===== src/rtl/alu8_pkg.sv =====
package alu8_pkg;
  localparam int DATA_W = 8;
  localparam int SEL_W  = 3;

  // flag byte bit positions
  localparam int F_S = 7;
  localparam int F_Z = 6;
  localparam int F_Y = 5;
  localparam int F_H = 4;
  localparam int F_X = 3;
  localparam int F_P = 2;
  localparam int F_N = 1;
  localparam int F_C = 0;

  typedef enum logic [2:0] {
    K_ARITH, K_AND, K_XOR, K_OR, K_CPL, K_SCF, K_CCF, K_HOLD
  } kind_e;

  typedef struct packed {
    kind_e kind;
    logic  sub;       // subtract instead of add
    logic  useCarry;  // include incoming carry
    logic  xZero;     // left operand forced to zero, right operand is A
    logic  yOne;      // right operand forced to one
    logic  keepC;     // carry copied from incoming flags
    logic  wr;        // result is written back
  } strobe_t;
endpackage


===== src/rtl/alu8_ctrl.sv =====
module alu8_ctrl
  import alu8_pkg::*;
(
  input  logic             opUnary,
  input  logic [SEL_W-1:0] opSel,
  output strobe_t          strobe
);
  always_comb begin
    strobe = '{kind: K_ARITH, sub: 1'b0, useCarry: 1'b0, xZero: 1'b0,
               yOne: 1'b0, keepC: 1'b0, wr: 1'b1};
    if (!opUnary) begin
      unique case (opSel)
        3'b100: strobe.kind = K_AND;
        3'b101: strobe.kind = K_XOR;
        3'b110: strobe.kind = K_OR;
        3'b111: begin
          strobe.sub = 1'b1;
          strobe.wr  = 1'b0;
        end
        default: begin
          strobe.sub      = opSel[1];
          strobe.useCarry = opSel[0];
        end
      endcase
    end else begin
      unique case (opSel)
        3'b000: begin
          strobe.yOne  = 1'b1;
          strobe.keepC = 1'b1;
        end
        3'b001: begin
          strobe.yOne  = 1'b1;
          strobe.keepC = 1'b1;
          strobe.sub   = 1'b1;
        end
        3'b010: begin
          strobe.xZero = 1'b1;
          strobe.sub   = 1'b1;
        end
        3'b011: strobe.kind = K_CPL;
        3'b100: begin
          strobe.kind = K_SCF;
          strobe.wr   = 1'b0;
        end
        3'b101: begin
          strobe.kind = K_CCF;
          strobe.wr   = 1'b0;
        end
        default: begin
          strobe.kind = K_HOLD;
          strobe.wr   = 1'b0;
        end
      endcase
    end
  end
endmodule


===== src/rtl/alu8_dp.sv =====
module alu8_dp
  import alu8_pkg::*;
(
  input  strobe_t           strobe,
  input  logic [DATA_W-1:0] opA,
  input  logic [DATA_W-1:0] opB,
  input  logic [DATA_W-1:0] flagsIn,
  output logic [DATA_W-1:0] resNext,
  output logic [DATA_W-1:0] flagsNext
);
  localparam int HALF_W = DATA_W / 2;

  logic [DATA_W-1:0] xOp, yOp, yEff, arithRes, logicRes;
  logic [DATA_W:0]   sumFull;
  logic [HALF_W:0]   sumHalf;
  logic              carryUse, cin, carryOut, halfOut, ovf;

  always_comb begin
    xOp      = strobe.xZero ? '0 : opA;
    yOp      = strobe.yOne ? DATA_W'(1) : (strobe.xZero ? opA : opB);
    carryUse = strobe.useCarry & flagsIn[F_C];
    // subtraction: x + ~y + 1 - c
    yEff     = strobe.sub ? ~yOp : yOp;
    cin      = strobe.sub ? ~carryUse : carryUse;
    sumFull  = {1'b0, xOp} + {1'b0, yEff} + {{DATA_W{1'b0}}, cin};
    sumHalf  = {1'b0, xOp[HALF_W-1:0]} + {1'b0, yEff[HALF_W-1:0]}
             + {{HALF_W{1'b0}}, cin};
    arithRes = sumFull[DATA_W-1:0];
    carryOut = strobe.sub ? ~sumFull[DATA_W] : sumFull[DATA_W];
    halfOut  = strobe.sub ? ~sumHalf[HALF_W] : sumHalf[HALF_W];
    ovf      = (xOp[DATA_W-1] == yEff[DATA_W-1]) &&
               (arithRes[DATA_W-1] != xOp[DATA_W-1]);
  end

  always_comb begin
    unique case (strobe.kind)
      K_AND:   logicRes = opA & opB;
      K_XOR:   logicRes = opA ^ opB;
      default: logicRes = opA | opB;
    endcase
  end

  always_comb begin
    resNext   = opA;
    flagsNext = flagsIn;
    unique case (strobe.kind)
      K_ARITH: begin
        resNext        = arithRes;
        flagsNext[F_S] = arithRes[DATA_W-1];
        flagsNext[F_Z] = (arithRes == '0);
        flagsNext[F_Y] = arithRes[5];
        flagsNext[F_H] = halfOut;
        flagsNext[F_X] = arithRes[3];
        flagsNext[F_P] = ovf;
        flagsNext[F_N] = strobe.sub;
        flagsNext[F_C] = strobe.keepC ? flagsIn[F_C] : carryOut;
      end
      K_AND, K_XOR, K_OR: begin
        resNext        = logicRes;
        flagsNext[F_S] = logicRes[DATA_W-1];
        flagsNext[F_Z] = (logicRes == '0);
        flagsNext[F_Y] = logicRes[5];
        flagsNext[F_H] = (strobe.kind == K_AND);
        flagsNext[F_X] = logicRes[3];
        flagsNext[F_P] = ~^logicRes;
        flagsNext[F_N] = 1'b0;
        flagsNext[F_C] = 1'b0;
      end
      K_CPL: begin
        resNext        = ~opA;
        flagsNext[F_Y] = ~opA[5];
        flagsNext[F_X] = ~opA[3];
        flagsNext[F_H] = 1'b1;
        flagsNext[F_N] = 1'b1;
      end
      K_SCF: begin
        flagsNext[F_Y] = opA[5];
        flagsNext[F_X] = opA[3];
        flagsNext[F_H] = 1'b0;
        flagsNext[F_N] = 1'b0;
        flagsNext[F_C] = 1'b1;
      end
      K_CCF: begin
        flagsNext[F_Y] = opA[5];
        flagsNext[F_X] = opA[3];
        flagsNext[F_H] = flagsIn[F_C];
        flagsNext[F_N] = 1'b0;
        flagsNext[F_C] = ~flagsIn[F_C];
      end
      default: ;
    endcase
  end
endmodule


===== src/rtl/alu8_flags.sv =====
module alu8_flags
  import alu8_pkg::*;
(
  input  logic              clk,
  input  logic              rstN,
  input  logic              opValid,
  input  logic              opUnary,
  input  logic [SEL_W-1:0]  opSel,
  input  logic [DATA_W-1:0] opA,
  input  logic [DATA_W-1:0] opB,
  input  logic [DATA_W-1:0] flagsIn,
  output logic              resValid,
  output logic [DATA_W-1:0] result,
  output logic              resWrite,
  output logic [DATA_W-1:0] flagsOut
);
  strobe_t           strobe;
  logic [DATA_W-1:0] resNext, flagsNext;

  alu8_ctrl u_ctrl (.opUnary(opUnary), .opSel(opSel), .strobe(strobe));

  alu8_dp u_dp (
    .strobe(strobe), .opA(opA), .opB(opB), .flagsIn(flagsIn),
    .resNext(resNext), .flagsNext(flagsNext)
  );

  always_ff @(posedge clk) begin
    if (!rstN) begin
      resValid <= 1'b0;
      result   <= '0;
      resWrite <= 1'b0;
      flagsOut <= '0;
    end else begin
      resValid <= opValid;
      if (opValid) begin
        result   <= resNext;
        resWrite <= strobe.wr;
        flagsOut <= flagsNext;
      end
    end
  end

  // output strobe trails the input strobe by one cycle
  a_r11_valid_follows: assert property (@(posedge clk) disable iff (!rstN)
    opValid |=> resValid);
  a_r11_idle_follows: assert property (@(posedge clk) disable iff (!rstN)
    !opValid |=> !resValid && $stable(flagsOut) && $stable(result));

  // compare never writes and reports a subtraction
  a_r4_compare_no_write: assert property (@(posedge clk) disable iff (!rstN)
    (opValid && !opUnary && opSel == 3'b111) |=> !resWrite && flagsOut[F_N]);

  // logic group clears N and C
  a_r3_logic_clears_nc: assert property (@(posedge clk) disable iff (!rstN)
    (opValid && !opUnary && opSel[2] && opSel != 3'b111)
      |=> flagsOut[F_N:F_C] == 2'b00);

  // increment and decrement keep carry
  a_r5_incdec_keep_carry: assert property (@(posedge clk) disable iff (!rstN)
    (opValid && opUnary && opSel[2:1] == 2'b00)
      |=> flagsOut[F_C] == $past(flagsIn[F_C]));

  // negate carry reflects a non-zero operand
  a_r6_neg_carry: assert property (@(posedge clk) disable iff (!rstN)
    (opValid && opUnary && opSel == 3'b010)
      |=> flagsOut[F_C] == ($past(opA) != '0));

  // set-carry outcome
  a_r8_scf_flags: assert property (@(posedge clk) disable iff (!rstN)
    (opValid && opUnary && opSel == 3'b100)
      |=> flagsOut[F_C] && !flagsOut[F_H] && !flagsOut[F_N] && !resWrite);

  // reserved codes pass flags through
  a_r10_reserved_hold: assert property (@(posedge clk) disable iff (!rstN)
    (opValid && opUnary && opSel[2:1] == 2'b11)
      |=> flagsOut == $past(flagsIn) && !resWrite);
endmodule


===== config.mk =====
export PLATFORM = sky130hd
export DESIGN_NAME = alu8_flags
export DESIGN_NICKNAME = d
export VERILOG_FILES = /design/src/rtl/alu8_pkg.sv /design/src/rtl/alu8_ctrl.sv /design/src/rtl/alu8_dp.sv /design/src/rtl/alu8_flags.sv
export SDC_FILE = /design/constraint.sdc
export NUM_CORES = 1
export LEC_CHECK = 0
export BUFFER_PORTS_ARGS = -buffer_cell sky130_fd_sc_hd__buf_2
export CAP_MARGIN = 40
export CORE_MARGIN = 4
export CORE_UTILIZATION = 59
export DETAILED_ROUTE_END_ITERATION = 7
export PLACE_DENSITY = 0.87
export SETUP_SLACK_MARGIN = 0.5
export SYNTH_ARGS = -nofsm -noshare
export SYNTH_HDL_FRONTEND = slang
export SYNTH_HIERARCHICAL = 1
export SYNTH_SLANG_ARGS = --single-unit

===== constraint.sdc =====
create_clock -name clk -period 6.09 [get_ports clk]
set_input_delay 0 -clock clk [delete_from_list [all_inputs] [get_ports clk]]
set_output_delay 0 -clock clk [all_outputs]
set_load 0.03 [all_outputs]

Word-level counts from Yosys, hierarchy flattened --
Index checks and enable logic that the tools add are counted.
Word-level totals: register bits 18, bits of input ports 31, word-level logic and storage cells 77
Operators by class: add/sub/neg operators 4, eq/ne operators 15, multiplexer cells 28, bitwise operators 12, reductions and logical operators 14
Operators with widths (count):
- 8-bit two-way mux | 4
- 8-bit case mux with 3 select lines | 1
- 3-bit == test, second input constant | 7
- 8-bit logical NOT | 2
- 8-bit NOT | 2
- 8-bit case mux with 2 select lines | 1
- 3-bit case mux with 5 select lines | 1
- 3-bit by 2-bit == test with 1-bit output, second input constant | 4
- 3-bit case mux with 4 select lines | 1
- 1-bit two-way mux | 11
- 8-bit by 8-bit adder with 9-bit output | 1
- 9-bit by 1-bit adder with 9-bit output | 1
- 3-bit OR reduction | 3
- 8-bit AND | 1
- 8-bit bitwise OR | 1
- 4-bit OR reduction | 2
- 8-bit XNOR reduction | 1
- 8-bit XOR | 1
- 3-bit by 1-bit == test with 1-bit output, second input constant | 2
- 3-bit logical NOT | 2
- 1-bit NOT | 6
- 2-bit case mux with 3 select lines | 1
- 4-bit by 4-bit adder with 5-bit output | 1
- 5-bit by 1-bit adder with 5-bit output | 1
- other kinds (13) | 15

Longest topological paths before layout --
depth after elaboration 14, gate-level depth with buffers 18, gate-level depth less buffers 16

Cells and area by module --
The synthesis kept the hierarchy.
Modules (own cells, without submodules):
- alu8_dp | instances 1, cells each 222, area each 1594.0 µm², seq. area each 0.0 µm²
- alu8_flags | instances 1, cells each 56, area each 679.4 µm², seq. area each 360.3 µm²
- alu8_ctrl | instances 1, cells each 15, area each 97.6 µm², seq. area each 0.0 µm²

Worst setup path after synthesis --
OpenSTA, ideal clock, no wires.
path type input-to-reg, from input opSel[2], to register flagsOut[6], data arrival time 3.371 ns, required time 6.025 ns, setup slack 2.654 ns, stages 18, cells stage by stage nand2b_1 nor2_1 clkbuf_1 clkbuf_1 nor2_1 a211oi_1 xnor2_1 fa_1 inv_1 fa_1 nand2b_1 a21oi_1 a211oi_2 xnor2_1 or4_4 o31ai_2 mux2i_1 nor2b_1
RTL lines:
- start, declared | RTL line alu8_flags.sv:8 | input logic [SEL_W-1:0] opSel,
- end signal, assigned | RTL line alu8_flags.sv:38 | flagsOut <= flagsNext;
- end, declared | RTL line alu8_flags.sv:15 | output logic [DATA_W-1:0] flagsOut

==> results.md <==
- After clock tree synthesis, the clock-pin slew on the worst setup and hold paths is 0.07 ns.
- Before antenna repair, the detailed router went through 4 iterations.
- The filler cell count in the final layout is 303.
- The routed length per placed instance is 15.7 um.
- The later pin in the worst-skew pair is clocked with a latency of 0.25 ns.
- TritonCTS built the clock tree.
- The count of clock tree sinks is 18.
- The number of design-rule violations left by the first detailed-router iteration is 170.
- The area growth from synthesis to layout is 12.5%.
- The worst setup skew after layout is 0 ns.
- The synthesized area divided by synthesized cell count is 8.09 um2.
- The cell area after layout is 2670 um2.
- The maximum frequency from static timing analysis is 287 MHz.
- The number of global-route vias before repair is 2093.
- The initialized floorplan defines 22 standard-cell rows.
- In the global route stage, overall resource usage came out at 23.5%.
- The depth of the worst register-to-register path is 2.
- After legalization and detailed placement, the total HPWL measured 4550 um.
- At the placement stage, the worst setup path has a slack of 2.42 ns.
- The mapped cell area is 2370 um2.
- The netlist uses 49 different library cells.
- The largest net degree at the start of global routing is 39.
- The final-report max-slew violation count is 0.
- The power density of the placed cells is 210 nW/um2.
- The post-route worst hold slack is 0.133 ns.
- The kind of critical path is in2reg.
- The transition time at the pin with the least slew margin is 0.906 ns.
- The worst path needs 3.48 ns of the cycle, external delays included.
- The placed instances occupy a cell area of 2610 um2.
- In this run, synthesis inferred 0 flip-flops with an integrated enable.
- The vertical die dimension is 71.4 um.
- Setup repair after global routing left no endpoint under its margin.
- The required time at the worst-slack endpoint is 6.28 ns.
- The count of final hold-check violations is 0.
- Across the VDD grid, the largest voltage drop is 0.117 mV.
- Measured against its own limit, the worst slew margin works out to 39.5%.
- After clock tree synthesis, the flow added hold-fix buffers numbering 0.
- The I/O pin count is 49.
- The routed wire length is 5960 um.
- The global-route wire length before repair is 9730 um.
- Across all layers, the routed design uses 2248 vias.
- The start of the worst register-to-register path is result[7].
- The worst setup path is launched from a primary input.
- The count of cells along the worst hold path is 2.
- In this run the number of H-tree levels came out at 1.
- The total CTS buffers is 3.
- The leakage dissipation is 0.00129 uW.
- In this run the tool buffered the top-level ports with 48 buffer cells.
- In this run the remaining antenna-violating nets after routing total 0.
- The post-route netlist has 20.8% of its cells at a drive strength greater than 1.
- The post-CTS resize count is 0.
- The post-route DRC violation count is 0.
- For this configuration, the core starts out at a cell density of 62.9%.
- After layout, the worst path uses 57.2% of the clock period.
- The startpoint identified for the worst hold timing path is rstN.
- The synthesized design contains 18 register bits.
- The fraction of synthesis flops using an asynchronous set or reset pin is 0%.
- Setup violations remaining at the end of the flow were counted as 0.
- The tool flagged a number of max-cap violations equal to 0.
- For this run, the register share of the synthesized area comes to 15.2%.
- The count of warnings emitted by yosys is 6.
- The register-to-register setup slack is 5.45 ns.
- The worst setup path is captured at a flop.
- The remaining global-route overflow is 0.
- The final critical-path setup slack is 2.61 ns.
- The die is 71.4 um wide.
- The placer's final routability congestion estimate is 0.928.
- The repair_antennas step left the layout with diodes totalling 0.
- The number of antenna violations at the first check in global routing is 0.
- The region available for standard cell placement spans 3770 um2.
- The cell at the root of the clock tree is sky130_fd_sc_hd__clkbuf_8.
- The gate count of the mapped netlist is 293.
- Dividing the detail-routed via count by the number of cells gives 5.92.
- The worst register-to-register path ends at result[7].
- In this run the worst path has a maximum fanout of 9.
- For the final routed database, the setup TNS stands at 0 ns.
- Synthesis produced a netlist with a net count of 353.
- In the synthesized netlist the dominant register cell turns out to be sky130_fd_sc_hd__dfxtp_1.
- The post-CTS setup buffer count is 0.
- Data arrives at the worst endpoint at 3.67 ns.
- The net count of the finished layout is 393.
- For hold timing, the worst endpoint is result[6].
- The maximum buffer depth of the clock tree is 2.
- The run finished with clean final reports.
- The type of the most critical hold path is in2reg.
- The die footprint is 5100 um2.
cells in the final DEF, fill, tap and decap left out, drive strengths merged, types with 2 or more instances in the layout:
master,instances
buf,53
nor2,28
ha,27
mux2i,24
inv,24
xnor2,20
nor2b,19
dfxtp,18
a21oi,16
xor2,10
nand2,9
a22oi,9
o21ai,9
o22a,8
a211oi,6
nand2b,5
clkbuf,4
o21a,4
nor3,4
a21o,4
a21boi,3
nand4,3
and2,3
o211ai,3
a31oi,2
mux2,2
a211o,2
fa,2
cells by family after synthesis:
| family | synth area share, % |
|---|---|
| AOI/OAI and AO/OA | 21.2 |
| xor gates and xnor gates | 11.1 |
| muxes | 12.0 |
| adders and majority gates | 16.4 |
| and+or+nand+nor | 16.2 |
| DFF | 15.2 |
| buffers and inverters | 7.92 |
where the power goes:
| part | total [uW] | switching, uW | internal, uW |
|---|---|---|---|
| clock | 95.6 | 38.2 | 57.4 |
| sequential | 137 | 6.31 | 131 |
| combinational | 327 | 191 | 137 |
| total | 560 | 235 | 325 |
layer usage:
metal / wire length (um) / track usage (%) / up-vias
met3: 443 / 2.95 / 18
met4: 189 / 7.93 / 0
met5: 0 / 0 / -
met2: 2790 / 38.6 / 93
met1: 2540 / 31.8 / 1046
li1: - / - / 1091
Yosys cell counts, drive strengths merged, types with 4 or more instances:
| master | number | area (um2) |
|---|---|---|
| nor2 | 28 | 105 |
| ha | 27 | 338 |
| inv | 24 | 90.1 |
| mux2i | 24 | 240 |
| xnor2 | 20 | 175 |
| nor2b | 19 | 119 |
| dfxtp | 18 | 360 |
| a21oi | 16 | 80.1 |
| clkbuf | 11 | 41.3 |
| xor2 | 10 | 87.6 |
| a22oi | 9 | 67.6 |
| nand2 | 9 | 33.8 |
| o21ai | 9 | 45.0 |
| o22a | 8 | 70.1 |
| buf | 7 | 56.3 |
| a211oi | 6 | 50.1 |
| nand2b | 5 | 31.3 |
| a21o | 4 | 31.3 |
| nor3 | 4 | 25.0 |
| o21a | 4 | 30.0 |
critical path, cell delays in order:
cell and delay, ns:
sky130_fd_sc_hd__buf_2 0.13, sky130_fd_sc_hd__nand2b_1 0.18, sky130_fd_sc_hd__nor2_1 0.60, sky130_fd_sc_hd__nor2_1 0.10
sky130_fd_sc_hd__a211oi_1 0.26, sky130_fd_sc_hd__xnor2_1 0.19, sky130_fd_sc_hd__fa_1 0.22, sky130_fd_sc_hd__inv_1 0.06
sky130_fd_sc_hd__fa_1 0.40, sky130_fd_sc_hd__nand2b_1 0.18, sky130_fd_sc_hd__a21oi_1 0.17, sky130_fd_sc_hd__a211oi_2 0.08
sky130_fd_sc_hd__xnor2_1 0.16, sky130_fd_sc_hd__or4_4 0.52, sky130_fd_sc_hd__o31ai_2 0.18, sky130_fd_sc_hd__mux2i_1 0.10
sky130_fd_sc_hd__nor2b_1 0.13
worst max-delay path by stage:
stage	start	endpoint	slack [ns]	cells past startpoint
floorplan	opSel[2]	flagsOut[6]	2.65	18
global placement	opSel[1]	flagsOut[2]	2.38	14
detailed placement	opSel[2]	flagsOut[6]	2.42	17
CTS	opSel[2]	flagsOut[6]	2.67	17
global route	opSel[2]	flagsOut[6]	2.29	17
finish	opSel[2]	flagsOut[6]	2.61	17
sequential cells by signal (all words and copies together), names as in the netlist:
signal	flops
result	8
resWrite	1
resValid	1
flagsOut	8
cell type report:
cell class	instances	area (um2)	share of cell area [%]
Clock buffer	4	55.1	2.06
Inverter	24	90.1	3.38
Multi-Input combinational cell	233	1830	68.5
Sequential cell	18	360	13.5
Tap cell	48	60.1	2.25
Timing Repair Buffer	53	275	10.3
stage by stage:
step | utilization (%) | total power (uW) | instances
floorplan | - | 384 | 293
global placement | 69.1 | 451 | 375
detailed placement | 69.2 | 462 | 376
global route | 70.7 | 594 | 380
finish | 70.7 | 560 | 380
CTS | 70.7 | 558 | 380
Power figures use the tool's default switching activity.
